## config.mk

```make
export PLATFORM = sky130hd
export DESIGN_NAME = pcm_word_port
export DESIGN_NICKNAME = d
export VERILOG_FILES = /design/src/rtl/pcm_port_pkg.sv /design/src/rtl/pcm_fsync_tracker.sv /design/src/rtl/pcm_rx_shift.sv /design/src/rtl/pcm_tx_shift.sv /design/src/rtl/pcm_word_port.sv
export SDC_FILE = /design/constraint.sdc
export NUM_CORES = 1
export LEC_CHECK = 0
export BUFFER_PORTS_ARGS = -buffer_cell sky130_fd_sc_hd__buf_2
export CAP_MARGIN = 20
export CORE_ASPECT_RATIO = 1.4
export CORE_MARGIN = 4
export CORE_UTILIZATION = 50
export DETAILED_ROUTE_END_ITERATION = 8
export PLACE_DENSITY = 0.73
export SKIP_LAST_GASP = 1
export SLEW_MARGIN = 30
export SYNTH_ARGS = -nofsm -noshare
export SYNTH_HDL_FRONTEND = slang
export SYNTH_HIERARCHICAL = 1
export SYNTH_SLANG_ARGS = --single-unit
```

## constraint.sdc

```tcl
create_clock -name clk -period 1.69 [get_ports clk]
set_input_delay 0.0845 -clock clk [delete_from_list [all_inputs] [get_ports clk]]
set_output_delay 0.0845 -clock clk [all_outputs]
set_load 0.005 [all_outputs]
```

## src/rtl/pcm_port_pkg.sv

```systemverilog
package pcm_port_pkg;
  parameter int unsigned SAMPLE_BITS = 8;
  parameter int unsigned WORD_FRAMES = 8;
  parameter int unsigned SYNC_CNT_W  = 2;
  localparam int unsigned IDX_W = $clog2(WORD_FRAMES);
endpackage

```

## src/rtl/pcm_fsync_tracker.sv

```systemverilog
module pcm_fsync_tracker #(
  parameter int unsigned FRAMES = pcm_port_pkg::WORD_FRAMES,
  parameter int unsigned SYNC_W = pcm_port_pkg::SYNC_CNT_W,
  localparam int unsigned IW    = $clog2(FRAMES)
) (
  input  logic          clk,
  input  logic          rst_n,
  input  logic          bclk,
  input  logic          fsync,
  output logic          bit_rise,
  output logic          bit_fall,
  output logic          frame_start,
  output logic [IW-1:0] frame_idx,
  output logic          word_start,
  output logic          misalign
);
  localparam logic [IW-1:0]     LAST_IDX = IW'(FRAMES - 1);
  localparam logic [SYNC_W-1:0] SYNC_MAX = '1;

  logic              bclk_q;
  logic [SYNC_W-1:0] sync_len;
  logic              synced;
  logic              wide;
  logic [IW-1:0]     idx_next;

  assign bit_rise    = bclk & ~bclk_q;
  assign bit_fall    = ~bclk & bclk_q;
  assign frame_start = bit_rise & ~fsync & (sync_len != '0);
  assign wide        = sync_len >= SYNC_W'(2);
  assign idx_next    = (frame_idx == LAST_IDX) ? '0 : frame_idx + 1'b1;

  always_ff @(posedge clk) begin
    if (!rst_n) begin
      bclk_q     <= 1'b0;
      sync_len   <= '0;
      frame_idx  <= LAST_IDX;
      synced     <= 1'b0;
      word_start <= 1'b0;
      misalign   <= 1'b0;
    end else begin
      bclk_q   <= bclk;
      misalign <= 1'b0;
      if (bit_rise) begin
        if (fsync) sync_len <= (sync_len == SYNC_MAX) ? sync_len : sync_len + 1'b1;
        else       sync_len <= '0;
      end
      if (frame_start) begin
        if (wide) begin
          frame_idx  <= '0;
          synced     <= 1'b1;
          word_start <= 1'b1;
          misalign   <= (idx_next != '0);
        end else begin
          frame_idx  <= idx_next;
          word_start <= synced & (idx_next == '0);
        end
      end
    end
  end

  AST_WIDE_RESTARTS: assert property (@(posedge clk) disable iff (!rst_n)
    frame_start && wide |=> frame_idx == '0 && word_start);
  AST_IDX_STEPS: assert property (@(posedge clk) disable iff (!rst_n)
    frame_start && !wide && frame_idx != LAST_IDX |=> frame_idx == $past(frame_idx) + 1'b1);
  AST_START_NEEDS_SYNC: assert property (@(posedge clk) disable iff (!rst_n)
    word_start |-> synced);
  AST_MISALIGN_AT_ZERO: assert property (@(posedge clk) disable iff (!rst_n)
    misalign |-> frame_idx == '0 && word_start);
endmodule

```

## src/rtl/pcm_rx_shift.sv

```systemverilog
module pcm_rx_shift #(
  parameter int unsigned W = pcm_port_pkg::SAMPLE_BITS,
  localparam int unsigned CW = $clog2(W)
) (
  input  logic         clk,
  input  logic         rst_n,
  input  logic         frame_start,
  input  logic         bit_fall,
  input  logic         ser_in,
  output logic         rx_valid,
  output logic [W-1:0] rx_data
);
  logic          open_q;
  logic [CW-1:0] cnt;
  logic [W-1:0]  shreg;
  logic [W-1:0]  shnext;

  assign shnext = {shreg[W-2:0], ser_in};

  always_ff @(posedge clk) begin
    if (!rst_n) begin
      open_q   <= 1'b0;
      cnt      <= '0;
      shreg    <= '0;
      rx_valid <= 1'b0;
      rx_data  <= '0;
    end else begin
      rx_valid <= 1'b0;
      if (frame_start) begin
        open_q <= 1'b1;
        cnt    <= '0;
      end else if (bit_fall && open_q) begin
        shreg <= shnext;
        cnt   <= cnt + 1'b1;
        if (cnt == CW'(W - 1)) begin
          open_q   <= 1'b0;
          rx_valid <= 1'b1;
          rx_data  <= shnext;
        end
      end
    end
  end

  AST_RX_SINGLE_PULSE: assert property (@(posedge clk) disable iff (!rst_n)
    rx_valid |=> !rx_valid);
endmodule

```

## src/rtl/pcm_tx_shift.sv

```systemverilog
module pcm_tx_shift #(
  parameter int unsigned W = pcm_port_pkg::SAMPLE_BITS,
  localparam int unsigned CW = $clog2(W + 1)
) (
  input  logic         clk,
  input  logic         rst_n,
  input  logic         frame_start,
  input  logic         bit_rise,
  input  logic         tx_valid,
  output logic         tx_ready,
  input  logic [W-1:0] tx_data,
  output logic         ser_bit,
  output logic         active
);
  logic          full;
  logic [W-1:0]  hold;
  logic [W-1:0]  shreg;
  logic [CW-1:0] sent;
  logic          take;

  assign tx_ready = ~full;
  assign take     = tx_valid & ~full;
  assign ser_bit  = shreg[W-1];

  always_ff @(posedge clk) begin
    if (!rst_n) begin
      full   <= 1'b0;
      hold   <= '0;
      shreg  <= '1;
      sent   <= '0;
      active <= 1'b0;
    end else begin
      if (take) hold <= tx_data;
      if (frame_start) begin
        shreg  <= full ? hold : '1;
        full   <= take;
        active <= 1'b1;
        sent   <= CW'(1);
      end else begin
        if (take) full <= 1'b1;
        if (bit_rise && active) begin
          if (sent == CW'(W)) begin
            active <= 1'b0;
          end else begin
            shreg <= {shreg[W-2:0], 1'b1};
            sent  <= sent + 1'b1;
          end
        end
      end
    end
  end

  AST_TX_TAKE_BLOCKS: assert property (@(posedge clk) disable iff (!rst_n)
    tx_valid && tx_ready && !frame_start |=> !tx_ready);
  AST_TX_STARTS_ACTIVE: assert property (@(posedge clk) disable iff (!rst_n)
    frame_start |=> active);
endmodule

```

## src/rtl/pcm_word_port.sv

```systemverilog
module pcm_word_port #(
  parameter int unsigned SAMPLE_BITS = pcm_port_pkg::SAMPLE_BITS,
  parameter int unsigned WORD_FRAMES = pcm_port_pkg::WORD_FRAMES,
  parameter int unsigned SYNC_CNT_W  = pcm_port_pkg::SYNC_CNT_W,
  localparam int unsigned IW         = $clog2(WORD_FRAMES)
) (
  input  logic                   clk,
  input  logic                   rst_n,
  input  logic                   bclk,
  input  logic                   fsync,
  input  logic                   ser_in,
  input  logic                   ser_idle,
  output logic                   ser_out,
  output logic                   ser_oe,
  input  logic                   tx_valid,
  output logic                   tx_ready,
  input  logic [SAMPLE_BITS-1:0] tx_data,
  output logic                   rx_valid,
  output logic [SAMPLE_BITS-1:0] rx_data,
  output logic [IW-1:0]          rx_idx,
  output logic                   rx_word_start,
  output logic                   misalign
);
  logic bit_rise;
  logic bit_fall;
  logic frame_start;
  logic tx_active;

  pcm_fsync_tracker #(.FRAMES(WORD_FRAMES), .SYNC_W(SYNC_CNT_W)) u_track (
    .clk(clk), .rst_n(rst_n), .bclk(bclk), .fsync(fsync),
    .bit_rise(bit_rise), .bit_fall(bit_fall), .frame_start(frame_start),
    .frame_idx(rx_idx), .word_start(rx_word_start), .misalign(misalign)
  );

  pcm_rx_shift #(.W(SAMPLE_BITS)) u_rx (
    .clk(clk), .rst_n(rst_n), .frame_start(frame_start), .bit_fall(bit_fall),
    .ser_in(ser_in), .rx_valid(rx_valid), .rx_data(rx_data)
  );

  pcm_tx_shift #(.W(SAMPLE_BITS)) u_tx (
    .clk(clk), .rst_n(rst_n), .frame_start(frame_start), .bit_rise(bit_rise),
    .tx_valid(tx_valid), .tx_ready(tx_ready), .tx_data(tx_data),
    .ser_bit(ser_out), .active(tx_active)
  );

  assign ser_oe = tx_active & ~ser_idle;

  AST_IDLE_SILENT: assert property (@(posedge clk) disable iff (!rst_n)
    ser_idle |-> !ser_oe);
  AST_RESET_QUIET: assert property (@(posedge clk)
    $past(!rst_n) |-> !ser_oe && !rx_valid && !misalign && tx_ready);
endmodule

```

==> results.md <==
* Status: finished with violations
* Cell Int Power at around 1900 uW
* Fin Clk Skew at about 7.5 ps
* Initial antenna violation count at 0
* Fin. Hold Viols at 0
* RSZ-0062 raised after global routing: yes
* Max H-tree Level at 2
* Endpoints failing setup at 1
* Post-synth top area share at a little under half
* Sw Pwr at 497.4 uW
* Worst setup margin at -3.566 ps
* Max-slew headroom at about 65%
* Num CTS Buffers at 5
* Gpl congestion at 0.7820
* Post-Syn Instances at between 200 and 250
* Clk Tree Root Cell: clkbuf_8
* Slowest cell on crit path: or4b_4
* Worst-Margin Slew at approximately 530 ps
* Fillers at about 360
* Via/cell ratio at between 5 and 6
* Violated checks: negative setup slack
* Register clock-pin slew on the reported worst setup and hold paths at 90 ps
* Final nets at slightly above 300
* Yosys reg bits at just over 50
* Final worst path period share at 100.2%
* Clock Sinks at 51
* CP Cell Sequence: inv_2, ha_4, or4b_4, clkinv_8, nand3b_1, buf_12, mux2i_1
* PortBufs at 31
* # DRC at 0
* Final Cell Area at ~0.0027 sq mm
* Area Growth Syn to Fin at 21.10%
* Reg2reg start: u_track/sync_len[0]
* Drt first pass iters at 5
* Netlist Area Pre-Place at between 0.002 and 0.0025 sq mm
* Placed cell count at between 300 and 400
* Vias in the first global route at 1669
* CTS tree: yes
* Die Ht at 87.12 microns
* Mapped Avg Cell Area at ~9.2 sq um
* GRT Total Usage at 15.76%
* Distinct cell type count of the synthesized netlist at 39
* Post-cts hold buffer count at 0
* Largest net degree at the start of global routing at 21
* Critical path required time at between 1500 and 2000 ps
* FF/Latch Area at just over 0.001 sq mm
* Hold_sp: tx_data[7]
* DRT antenna net count at 0
* Finished Layout Cells at between 300 and 400
* WL final at 4.015 mm
* Total Die Area at approximately 0.0056 sq mm
* CP max stage delay at 530 ps
* R2R Path End: u_rx/shreg[3]
* Lkg Pwr at between 0.001 and 0.0015 uW
* First-pass GRT wire length at around 7 mm
* Detailed placement HPWL at between 2 and 3 mm
* Clock Tree Buf Depth at 2
* CP Max Fanout at 7
* Reg2Reg Setup Slack at -4 ps
* Final Critical Period at 1694 ps
* Die width at 64.52 microns
* Top post-synthesis cells by area: dfxtp_1 46%, mux2i_1 6.7%, nand2_1 6.7%, ha_1 5.6%, nand3_1 4.0%
* Worst VDD drop at ~840 uV
* Final hold slack at between 10 and 15 ps
* Synth area leader: dfxtp_1
* Maximum capacitance violations at 0
* Seq/Total Area, Yosys at 45.66%
* Syn_nets at approximately 270
* Core ar. at roughly 0.0043 sq mm
* Clk pwr share at roughly two fifths
* DR iter-0 viols at 46
* Drt wl/cell at 11.77 microns
* Worst R2R Path Depth at 7
* Cell Area, Placed at 0.002484 sq mm
* Slew Viols, Final at 0
* CP Launch Type: flop
* Initial core utilization at between 50% and 60%
* Crit end category: flop
* Vias at 1730
* HP Class: in -> reg
* Clk_lat worst skew at 300 ps
* Peak Freq at around 590 MHz
* CP Capture Point: u_rx/shreg[3]
* Logic gate share of total power at about 5.9%
* Worst EP arrival at ~1900 ps
* Multi-input logic area at ~0.0011 sq mm
* Total gr overflow at 0
* Share of cells above drive strength 1 at roughly a quarter
* Sw Share at roughly a fifth
* Inserted Diodes at 0
* Pwr Total at 2378 uW
* Pwr Density at roughly 900 mW/mm^2
* Yosys warns at 6
* Crit Path Class: reg -> reg
* Register share of total power at a little over half
* Top-level port count at 32
* CP Launch Point: u_track/sync_len[0]
* Site row count at 28
## routing by layer
layer | GRT usage (%) | part of all wire, % | up-vias
li1 | - | - | 901
met2 | 26.79 | 49 | 42
met5 | 0 | 0 | -
met4 | 8.269 | 2.3 | 0
met1 | 18.58 | 44 | 779
met3 | 3.230 | 4.7 | 8
## synth_stat cells (all sizes together)
master   n
or4b     1
nand3   19
a21bo    3
buf      8
o21a     3
clkbuf   6
a21boi  12
o31a     1
nand3b   3
nor4b    1
nand2   40
clkinv   1
and3b    1
and2     4
inv      8
and4bb   1
a21oi    7
or4      1
a31oi    7
nor3     1
o211a    1
nand2b   4
or3      1
ha      10
nor2    12
a211oi   1
nor2b    4
mux2i   15
dfxtp   51
nand4b   1
o21ai   14
## per-stage QoR
stage / setup TNS (ps) / setup WS [ps] / utilization [%]
after floorplan: -257.3 / -26.77 / -
after global placement: -719.7 / -65.09 / 58.11
after detailed placement: -1505 / -91.96 / 58.11
after CTS: -9.470 / -9.470 / 61.45
after global routing: -823.2 / -87.95 / 63.35
final: -3.566 / -3.566 / 63.35
## placed cells by master, fill, tap and decap left out, types with 2 or more instances in the layout
master and n:
dfxtp_1 49, nand2_1 39, buf_2 31, nand3_1 17, mux2i_1 15, o21ai_0 11, buf_4 10, a21boi_0 10
nor2_1 9, ha_1 9, a21oi_1 7, a31oi_1 7, inv_1 6, clkbuf_8 5, nand2b_1 4, o21a_1 3
a21bo_2 3, nand3b_1 3, o21ai_1 3, nor2_2 3, and2_1 3, bufinv_16 2, buf_12 2, inv_2 2
nor2b_1 2, a21boi_1 2, dfxtp_2 2
## logic make-up (layout without fill, tap and decap cells)
group / after synthesis / count (layout) / share of synthesized area (%)
adder cells (fa/ha/maj): 10 / 10 / 5.596
buffers and inverters: 23 / 62 / 5.764
multiplexers: 15 / 15 / 6.715
AO/OA/AOI/OAI: 49 / 49 / 14.21
AND/OR/NAND/NOR: 94 / 94 / 22.05
flip-flops: 51 / 51 / 45.66
## power by group through the flow
| stage | Combinational, uW | Sequential, uW | Clock (uW) |
|---|---|---|---|
| finish | 140 | 1250 | 992 |
| CTS | 134 | 1240 | 1010 |
| global placement | 130 | 1270 | 0 |
| global route | 161 | 1250 | 1060 |
| detailed placement | 132 | 1270 | 0 |
| floorplan | 86.9 | 1270 | 0 |
## registers in the layout, summed over array words and instances (netlist names)
register	flops
u_rx/cnt	3
u_rx/open_q	1
u_rx/rx_data	8
u_rx/rx_valid	1
u_rx/shreg	7
u_track/bclk_q	1
u_track/frame_idx	3
u_track/misalign	1
u_track/sync_len	2
u_track/synced	1
u_track/word_start	1
u_tx/active	1
u_tx/full	1
u_tx/hold	8
u_tx/sent	4
u_tx/shreg	8
## cell type report
cell class	count	area share (%)
clock buffer	5	2.542
tap	60	2.773
sequential	51	37.80
clock inverter	3	2.495
timing repair buffer	45	10.95
inverter	9	1.710
multi-input combinational	168	41.73
## worst max-delay path, delay by kind of cell (launching register included)
kind	cells	cell delay [ps]
fa+ha+maj	1	140
simple gates	2	680
flops	1	340
mux	1	190
buf+inv	3	270
## worst min-delay path by stage
stage,endpoint,slack (ps),cells past startpoint
2_1_floorplan,ser_oe,190,1
3_3_place_gp,u_tx/shreg[0],330,2
3_5_place_dp,u_tx/shreg[0],340,2
4_1_cts,u_tx/hold[5],8,3
5_1_grt,u_tx/hold[5],20,3
6_report,u_tx/hold[7],10,3
## timing repair
| item | 4_1_cts | 5_1_grt |
|---|---|---|
| buffers inserted | 0 | 3 |
| setup endpoints to repair | 28 | 28 |
| gates resized for setup | 2 | 16 |
| pin swaps | 0 | 4 |
Note: power is estimated with default switching activity, not from simulation.
